$ cat src/rtl/sdram_seq_pkg.sv
package sdram_seq_pkg;

  typedef enum logic [2:0] {
    CMD_NOP  = 3'd0,
    CMD_ACT  = 3'd1,
    CMD_RD   = 3'd2,
    CMD_WR   = 3'd3,
    CMD_PRE  = 3'd4,
    CMD_PREA = 3'd5,
    CMD_REF  = 3'd6
  } cmd_e;

  typedef enum logic [2:0] {
    S_IDLE,
    S_PRE,
    S_ACT,
    S_RW,
    S_PREA,
    S_REF,
    S_WAIT
  } seq_state_e;

endpackage

$ cat src/rtl/sdram_ref_timer.sv
module sdram_ref_timer #(
  parameter int INTERVAL = 780
) (
  input  logic clk,
  input  logic rst_n,
  input  logic ref_taken,
  output logic ref_pending
);

  localparam int CW = (INTERVAL > 2) ? $clog2(INTERVAL) : 1;
  localparam logic [CW-1:0] RELOAD = CW'(INTERVAL - 1);

  logic [CW-1:0] cnt_q, cnt_d;
  logic          pend_d;
  logic          tick;

  // free-running period counter; a new tick wins over a same-cycle take
  always_comb begin
    tick   = (cnt_q == '0);
    cnt_d  = tick ? RELOAD : cnt_q - 1'b1;
    pend_d = ref_pending;
    if (ref_taken) pend_d = 1'b0;
    if (tick)      pend_d = 1'b1;
  end

  always_ff @(posedge clk or negedge rst_n) begin
    if (!rst_n) begin
      cnt_q       <= RELOAD;
      ref_pending <= 1'b0;
    end else begin
      cnt_q       <= cnt_d;
      ref_pending <= pend_d;
    end
  end

endmodule

$ cat src/rtl/sdram_bank_table.sv
module sdram_bank_table #(
  parameter int NUM_BANKS = 4,
  parameter int ROW_W     = 13,
  parameter int BANK_W    = $clog2(NUM_BANKS)
) (
  input  logic              clk,
  input  logic              rst_n,
  input  logic              open_en,
  input  logic [BANK_W-1:0] open_bank,
  input  logic [ROW_W-1:0]  open_row,
  input  logic              close_en,
  input  logic [BANK_W-1:0] close_bank,
  input  logic              close_all,
  input  logic [BANK_W-1:0] look_bank,
  input  logic [ROW_W-1:0]  look_row,
  output logic              look_open,
  output logic              look_hit
);

  logic [NUM_BANKS-1:0] open_vec;
  logic [ROW_W-1:0]     row_arr [NUM_BANKS];

  for (genvar b = 0; b < NUM_BANKS; b++) begin : g_bank
    logic             set_b, clr_b;
    logic             open_b;
    logic [ROW_W-1:0] row_b;

    assign set_b = open_en && (open_bank == BANK_W'(b));
    assign clr_b = close_all || (close_en && (close_bank == BANK_W'(b)));

    always_ff @(posedge clk or negedge rst_n) begin
      if (!rst_n)     open_b <= 1'b0;
      else if (set_b) open_b <= 1'b1;
      else if (clr_b) open_b <= 1'b0;
    end

    always_ff @(posedge clk or negedge rst_n) begin
      if (!rst_n)     row_b <= '0;
      else if (set_b) row_b <= open_row;
    end

    assign open_vec[b] = open_b;
    assign row_arr[b]  = row_b;
  end

  assign look_open = open_vec[look_bank];
  assign look_hit  = look_open && (row_arr[look_bank] == look_row);

endmodule

$ cat src/rtl/sdram_delay_cnt.sv
module sdram_delay_cnt #(
  parameter int CW = 4
) (
  input  logic          clk,
  input  logic          rst_n,
  input  logic          load,
  input  logic [CW-1:0] load_val,
  output logic          expired
);

  logic [CW-1:0] cnt_q, cnt_d;

  always_comb begin
    cnt_d = cnt_q;
    if (load)               cnt_d = load_val;
    else if (cnt_q != '0)   cnt_d = cnt_q - 1'b1;
  end

  always_ff @(posedge clk or negedge rst_n) begin
    if (!rst_n) cnt_q <= '0;
    else        cnt_q <= cnt_d;
  end

  assign expired = (cnt_q == '0);

endmodule

$ cat src/rtl/sdram_row_seq.sv
module sdram_row_seq
  import sdram_seq_pkg::*;
#(
  parameter int NUM_BANKS    = 4,
  parameter int ROW_W        = 13,
  parameter int COL_W        = 10,
  parameter int T_RP         = 3,
  parameter int T_RCD        = 3,
  parameter int T_RFC        = 8,
  parameter int REF_INTERVAL = 780,
  localparam int BANK_W      = $clog2(NUM_BANKS),
  localparam int ADDR_W      = (ROW_W > COL_W) ? ROW_W : COL_W
) (
  input  logic              clk,
  input  logic              rst_n,
  input  logic              req_valid,
  output logic              req_ready,
  input  logic              req_write,
  input  logic [BANK_W-1:0] req_bank,
  input  logic [ROW_W-1:0]  req_row,
  input  logic [COL_W-1:0]  req_col,
  output logic              cmd_valid,
  output logic [2:0]        cmd_code,
  output logic [BANK_W-1:0] cmd_bank,
  output logic [ADDR_W-1:0] cmd_addr,
  output logic              done
);

  localparam int DMAX0 = (T_RP > T_RCD) ? T_RP : T_RCD;
  localparam int DMAX  = (DMAX0 > T_RFC) ? DMAX0 : T_RFC;
  localparam int DCW   = (DMAX > 2) ? $clog2(DMAX) : 1;

  function automatic logic [DCW-1:0] wait_load(input int d);
    return (d >= 2) ? DCW'(d - 2) : '0;
  endfunction

  seq_state_e state_q, state_d, ret_q, ret_d;
  logic              lat_en;
  logic              wr_q;
  logic [BANK_W-1:0] bank_q;
  logic [ROW_W-1:0]  row_q;
  logic [COL_W-1:0]  col_q;
  logic              done_q;
  logic              dly_load, dly_expired;
  logic [DCW-1:0]    dly_val;
  logic              look_open, look_hit;
  logic              ref_pending;
  cmd_e              cmd_d;

  sdram_ref_timer #(.INTERVAL(REF_INTERVAL)) u_ref (
    .clk        (clk),
    .rst_n      (rst_n),
    .ref_taken  (state_q == S_REF),
    .ref_pending(ref_pending)
  );

  sdram_bank_table #(.NUM_BANKS(NUM_BANKS), .ROW_W(ROW_W), .BANK_W(BANK_W)) u_tbl (
    .clk       (clk),
    .rst_n     (rst_n),
    .open_en   (state_q == S_ACT),
    .open_bank (bank_q),
    .open_row  (row_q),
    .close_en  (state_q == S_PRE),
    .close_bank(bank_q),
    .close_all (state_q == S_PREA),
    .look_bank (req_bank),
    .look_row  (req_row),
    .look_open (look_open),
    .look_hit  (look_hit)
  );

  sdram_delay_cnt #(.CW(DCW)) u_dly (
    .clk     (clk),
    .rst_n   (rst_n),
    .load    (dly_load),
    .load_val(dly_val),
    .expired (dly_expired)
  );

  // next-state logic
  always_comb begin
    state_d  = state_q;
    ret_d    = ret_q;
    lat_en   = 1'b0;
    dly_load = 1'b0;
    dly_val  = '0;
    unique case (state_q)
      S_IDLE: begin
        if (ref_pending) begin
          state_d = S_PREA;
        end else if (req_valid) begin
          lat_en = 1'b1;
          if (look_hit)       state_d = S_RW;
          else if (look_open) state_d = S_PRE;
          else                state_d = S_ACT;
        end
      end
      S_PRE: begin
        dly_load = 1'b1;
        dly_val  = wait_load(T_RP);
        ret_d    = S_ACT;
        state_d  = (T_RP > 1) ? S_WAIT : S_ACT;
      end
      S_ACT: begin
        dly_load = 1'b1;
        dly_val  = wait_load(T_RCD);
        ret_d    = S_RW;
        state_d  = (T_RCD > 1) ? S_WAIT : S_RW;
      end
      S_RW: state_d = S_IDLE;
      S_PREA: begin
        dly_load = 1'b1;
        dly_val  = wait_load(T_RP);
        ret_d    = S_REF;
        state_d  = (T_RP > 1) ? S_WAIT : S_REF;
      end
      S_REF: begin
        dly_load = 1'b1;
        dly_val  = wait_load(T_RFC);
        ret_d    = S_IDLE;
        state_d  = (T_RFC > 1) ? S_WAIT : S_IDLE;
      end
      S_WAIT: if (dly_expired) state_d = ret_q;
      default: state_d = S_IDLE;
    endcase
  end

  // state registers
  always_ff @(posedge clk or negedge rst_n) begin
    if (!rst_n) begin
      state_q <= S_IDLE;
      ret_q   <= S_IDLE;
      done_q  <= 1'b0;
    end else begin
      state_q <= state_d;
      ret_q   <= ret_d;
      done_q  <= (state_q == S_RW);
    end
  end

  // request latch with written-out enable
  always_ff @(posedge clk or negedge rst_n) begin
    if (!rst_n) begin
      wr_q   <= 1'b0;
      bank_q <= '0;
      row_q  <= '0;
      col_q  <= '0;
    end else if (lat_en) begin
      wr_q   <= req_write;
      bank_q <= req_bank;
      row_q  <= req_row;
      col_q  <= req_col;
    end
  end

  // command output decode
  always_comb begin
    cmd_d    = CMD_NOP;
    cmd_bank = '0;
    cmd_addr = '0;
    unique case (state_q)
      S_PRE: begin
        cmd_d    = CMD_PRE;
        cmd_bank = bank_q;
      end
      S_ACT: begin
        cmd_d    = CMD_ACT;
        cmd_bank = bank_q;
        cmd_addr = ADDR_W'(row_q);
      end
      S_RW: begin
        cmd_d    = wr_q ? CMD_WR : CMD_RD;
        cmd_bank = bank_q;
        cmd_addr = ADDR_W'(col_q);
      end
      S_PREA:  cmd_d = CMD_PREA;
      S_REF:   cmd_d = CMD_REF;
      default: cmd_d = CMD_NOP;
    endcase
  end

  assign cmd_code  = cmd_d;
  assign cmd_valid = (cmd_d != CMD_NOP);
  assign req_ready = (state_q == S_IDLE) && !ref_pending;
  assign done      = done_q;

endmodule

$ cat config.mk
export PLATFORM = sky130hd
export DESIGN_NAME = sdram_row_seq
export DESIGN_NICKNAME = d
export VERILOG_FILES = /design/src/rtl/sdram_seq_pkg.sv /design/src/rtl/sdram_ref_timer.sv /design/src/rtl/sdram_bank_table.sv /design/src/rtl/sdram_delay_cnt.sv /design/src/rtl/sdram_row_seq.sv
export SDC_FILE = /design/constraint.sdc
export NUM_CORES = 1
export LEC_CHECK = 0
export BUFFER_PORTS_ARGS = -buffer_cell sky130_fd_sc_hd__buf_2
export CELL_PAD_IN_SITES_DETAIL_PLACEMENT = 0
export CELL_PAD_IN_SITES_GLOBAL_PLACEMENT = 1
export CORE_MARGIN = 2
export CORE_UTILIZATION = 49
export CTS_CLUSTER_SIZE = 24
export DETAILED_ROUTE_END_ITERATION = 8
export PLACE_DENSITY = 0.84
export SYNTH_ARGS = -nofsm -noshare
export SYNTH_HDL_FRONTEND = slang
export SYNTH_HIERARCHICAL = 1
export SYNTH_SLANG_ARGS = --single-unit
$ cat constraint.sdc
create_clock -name clk -period 3.5 [get_ports clk]
set_input_delay 0.525 -clock clk [delete_from_list [all_inputs] [get_ports clk]]
set_output_delay 0.525 -clock clk [all_outputs]
set_load 0.005 [all_outputs]
; ---- Word level (Yosys, flattened, before mapping)
; Index checks and enable logic that the tools add are counted.
; Widths: inputs -> output; s select.
[classes]
n_addsub = 2
magnitude_cmp = 2
n_eq_ne = 12
n_mux = 34
bitwise_logic = 1
reduce_logical = 32
[ops]
columns = op, n
row1 = $bmux 13 s2, 1
row2 = $mux 13, 2
row3 = $pmux 13 s2, 1
row4 = $mux 1, 16
row5 = $mux 3, 5
row6 = $pmux 3 s5, 1
row7 = $eq 13x13->1, 1
row8 = $pmux 3 s4, 1
row9 = $reduce_bool 2->1, 6
row10 = $logic_and 1x1->1, 10
row11 = $logic_not 10->1, 1
row12 = $mux 10, 1
row13 = $sub 10x1->10 const B, 1
row14 = $eq 3x3->1 const B, 3
row15 = $pmux 3 s3, 1
row16 = $eq 3x2->1 const B, 2
row17 = $logic_not 3->1, 2
row18 = $mux 2, 3
row19 = $pmux 3 s2, 1
row20 = $reduce_bool 3->1, 2
row21 = $reduce_or 3->1, 2
row22 = $eq 2x2->1 const B, 2
row23 = $logic_or 1x1->1, 4
row24 = $reduce_bool 4->1, 1
row25 = other kinds (13), 13
[totals]
register_bits = 103
in_bits = 29
output_inout_bits = 21
elab_cells = 101

; ---- Logic depth before layout (Yosys ltp)
[logic_depth]
word_depth = 10
depth_mapped = 9
mapped_depth_nobuf = 8

; ---- Hierarchy
; Netlist, hierarchy kept.
[by_module_without_submodules]
columns = mod, n_inst, cells_per_inst, area_per_inst_um2, seq_area_each_um2
row1 = sdram_bank_table, 1, 172, 2635.0, 1401.3
row2 = sdram_row_seq, 1, 127, 1635.3, 825.8
row3 = sdram_ref_timer, 1, 49, 525.5, 281.5
row4 = sdram_delay_cnt, 1, 21, 200.2, 75.1

; ---- Least setup slack after synthesis
; Ideal clock, no wire load.
[synth_path]
path_kind = input to register
start = input req_bank[1]
end = register state_q[1]
setup_ns = 0.110
arrival_time_ns = 2.512
required_ns = 3.390
setup_slack_ns = 0.878
cell_stages = 9
path_buffers = 2
path_cell_list = buf_2 buf_1 mux4_2 xnor2_1 nand4_1 a2111oi_4 nor2b_1 o21a_1 o41ai_1
[synth_between]
elab_chain_len = 10
word_cells_on_any_way = 13
classes_between = eq/ne: 1 / mux: 10 / bitwise: 1 / reduce/logical: 1
[synth_rtl]
columns = item, line_no
row1 = start: declaration, sdram_row_seq.sv:19  ; input logic [BANK_W-1:0] req_bank,
row2 = $not 2->3 (implied by the code), sdram_bank_table.sv:47  ; assign look_hit = look_open && (row_arr[look_bank] == look_row);
row3 = $bmux 13 s2, sdram_bank_table.sv:47
row4 = $mux 13 (implied by the code) (2 in a row), sdram_bank_table.sv:47
row5 = $eq 13x13->1, sdram_bank_table.sv:47
row6 = $logic_and 1x1->1 *, sdram_bank_table.sv:47
row7 = net look_hit, sdram_row_seq.sv:46  ; logic look_open, look_hit;
row8 = $mux 2 *, sdram_row_seq.sv:93  ; if (look_hit) state_d = S_RW;
row9 = $mux 3 *, sdram_row_seq.sv:91  ; end else if (req_valid) begin
row10 = $mux 3 *, sdram_row_seq.sv:89  ; if (ref_pending) begin
row11 = $pmux 3 s3 *, sdram_row_seq.sv:87  ; unique case (state_q)
row12 = end signal: assignment, sdram_row_seq.sv:135  ; state_q <= state_d;
row13 = end: declaration, sdram_row_seq.sv:37  ; seq_state_e state_q, state_d, ret_q, ret_d;
; The timed path passes the listed nets; every way through them passes the cells marked *. The select of a mux whose other input is x is not followed.
; A chain may end at the register's enable or synchronous reset.

; ---- Final worst setup path
[layout_path]
start = register state_q[1]
end = register u_tbl.g_bank[1].row_b[3]
[layout_between]
elab_chain_len = 2
[layout_rtl]
columns = item, line_no
row1 = $eq 3x2->1, sdram_row_seq.sv:60  ; .open_en (state_q == S_ACT),
row2 = $logic_and 1x1->1, sdram_bank_table.sv:28  ; assign set_b = open_en && (open_bank == BANK_W'(b));
row3 = end signal: assignment, sdram_bank_table.sv:39  ; else if (set_b) row_b <= open_row;
row4 = end: declaration, sdram_bank_table.sv:26  ; logic [ROW_W-1:0] row_b;
; No other way between the ends.

==> metrics <==
# rows=36; final critical-path required period=2835 ps; most area-hungry cell type in the Yosys netlist=dfrtp_1; Port Buffers=between 40 and 50; most frequent cells in the layout=98 x dfrtp_1, 58 x mux2_2, 48 x buf_2; VDD IR max=~440 µV; unique cell type count in the Yosys netlist=55; Worst Path Max Fanout=16; initial antenna violation count=0; outcome=complete, no violations; die height=105.0 µm; power density cells=around 800 nW/µm²; Primary FF master, synth=dfrtp_1; number of max-cap violations=0; Crit. End Element=flop; Final nets=450; final hold slack=~150 ps; Post-synth EDFFs=0; Yosys top cell area share=a little under 50%; grt total ovfl=0; die area=11,020 µm²; most common cell after layout, fill and taps aside=dfrtp_1; CTS H-tree depth=3; RSZ-0062 raised after global routing=false; startpoint types=flop; fill cell count=881; Setup Skew=around 16 ps; Setup Crit Path Kind=reg2reg; Final Hold Viols=0; Initial Util=approximately half; clk buf depth=2; Core Area=slightly below 10,000 µm²; # hold bufs at CTS=0; Slew @ Worst Pin=slightly below 900 ps; routed wire length=approximately 10 mm; CTS buffer count=9; 1st-pass router iterations=4; Routed wire per std cell=roughly 18 µm; sequential area share after synthesis=approximately 52%; Post-Syn Instances=369; Residual DRC=0; R2R cell count=5; Syn. warnings=6; FF+latch count, synth=approximately 100; R2R Path End=u_tbl/g_bank[1].row_b[3]$_DFFE_PN0P_; Root Driver=clkbuf_8; setup_tns=0 ps; Fmax=352.7 MHz; first-pass GRT wire length=approximately 16 mm; share of cells above drive strength 1=around two fifths; Critical Path Max Stage Delay=approximately 700 ps; ys async rst share=100.0%; slowest stage cell on the critical path=dfrtp_1; Vias/cell=about 5.6; largest net degree at the start of global routing=46; DRT iter0 DRCs=~100; main area contributors after synthesis=dfrtp_1 49%, mux2_2 13%, mux2_4 6.0%; critical path arrival=about 3100 ps; vias in the first global route=3,097; syn nets=about 400; area grow syn2layout=10.97%; Final ANT Viol Nets=0; final period utilization=roughly 81%; hold crit path type=in2async; final setup vio count=0; Cell Chain, Critical Path=nand2b_1, nor2_1, buf_4, nand3b_1, mux2_2; max_slew headroom=between 40 and 50%; Chip Width=105.0 µm; Post-Syn Area=between 4000 and 5000 µm²; dpl hpwl=6.805 mm; IO Count=50; final RePlAce weighted congestion=0.7725; clk_lat worst skew=roughly 370 ps; number of gates resized after cts=0; GRT Overall Usage=19.23%; Post-CTS Repair Setup Buffers=0; r2r startpoint=state_q[1]$_DFFE_PN0P_; Slew Limit Fails=0; Worst Path Required=around 3700 ps; leakage dissipation=between 2 and 3 nW; clk slew on worst S/H paths=100 ps; Reg2Reg Setup Slack=660 ps; syn avg cell area=about 14 µm²; CTS tree=yes; CTS sink cnt=103; vias=~3,100; ANT cells=0
-- kinds of logic (layout without fill, tap and decap cells) --
family	count (synthesis)	in the layout	share of synthesized area (%)
muxes	95	95	25.24
xor gates and xnor gates	18	18	3.156
AOI/OAI and AO/OA	46	46	7.038
DFF	103	103	51.72
buffers and inverters	28	81	2.604
adders and majority gates	3	3	0.7514
and+or+nand+nor	76	76	9.492
-- state kept, by name (all words and copies together) (netlist names) --
signal               cells
u_tbl/g_bank.row_b      52
done                     1
u_ref/ref_pending        1
bank_q                   2
u_dly/cnt_q              3
col_q                   10
u_ref/cnt_q             10
row_q                   13
u_tbl/g_bank.open_b      4
state_q                  3
ret_q                    3
wr_q                     1
-- worst max path at each step --
stage | startpoint | endpoint
finish | state_q[1]$_DFFE_PN0P_ | u_tbl/g_bank[1].row_b[3]$_DFFE_PN0P_
global route | state_q[1]$_DFFE_PN0P_ | u_tbl/g_bank[1].row_b[3]$_DFFE_PN0P_
CTS | state_q[2]$_DFFE_PN0P_ | u_tbl/g_bank[1].row_b[3]$_DFFE_PN0P_
detailed placement | req_bank[0] | state_q[1]$_DFFE_PN0P_
global placement | req_bank[0] | state_q[1]$_DFFE_PN0P_
floorplan | req_bank[1] | state_q[1]$_DFFE_PN0P_
-- through the flow --
stage / util [%] / setup slack (ps) / power (mW) / std cells / cell area [µm²]
after floorplan: - / 877.9 / 3.366 / 369 / 4996
after global placement: 54.66 / 479.0 / 3.789 / 540 / 5368
after detailed placement: 54.66 / 400.7 / 3.884 / 540 / 5368
after CTS: 56.46 / 641.8 / 4.580 / 555 / 5544
after global routing: 56.46 / 437.5 / 4.851 / 555 / 5544
final: 56.46 / 664.7 / 4.547 / 555 / 5544
-- synth_stat cells (3+ instances only) --
cell / number
nand2_1: 14
xor2_1: 9
o21ai_0: 12
nand3b_1: 4
nor4b_1: 3
mux2_4: 20
nor2b_1: 6
or2_2: 3
a21boi_0: 4
a22o_1: 10
and2_1: 4
mux2_2: 58
mux4_2: 11
or4_4: 3
clkbuf_1: 10
dfrtp_1: 98
ha_1: 3
mux2i_1: 6
nor3_1: 3
dfstp_2: 5
nor3b_1: 3
o31ai_1: 3
nand2b_1: 7
xnor2_1: 9
nor2_1: 8
inv_1: 12
nand3_1: 6
buf_6: 3
-- layout make-up --
cell class | instances | area [µm²] | area share (%)
clock inverters | 6 | 52.55 | 0.9479
multi-input cells | 238 | 2287 | 41.25
clock buffers | 9 | 123.9 | 2.234
well taps | 133 | 166.4 | 3.002
repair buffers | 54 | 285.3 | 5.146
flip-flops and latches | 103 | 2584 | 46.60
inverters | 12 | 45.04 | 0.8125
-- layer usage --
metal / wire, µm / track usage (%) / up-vias
met1: 4581 / 26.24 / 1610
met2: 4911 / 31.31 / 65
met5: 0 / 0 / -
met3: 456 / 4.055 / 8
met4: 89 / 5.238 / 0
li1: - / - / 1438
-- worst max-delay path: cells and delay by family (launching register included) --
kind	cells	cell delay, ps
buffers and inverters	1	310
DFF	1	700
muxes	1	530
and+or+nand+nor	3	1180
-- report_power, final --
part           switching (mW)  leakage, nW  internal [mW]
Combinational           0.696         1.22           1.02
Clock                   0.430       0.0842          0.266
Sequential              0.431         1.24           1.70
Total                    1.56         2.55           2.99
(Power assumes the default switching activity.)
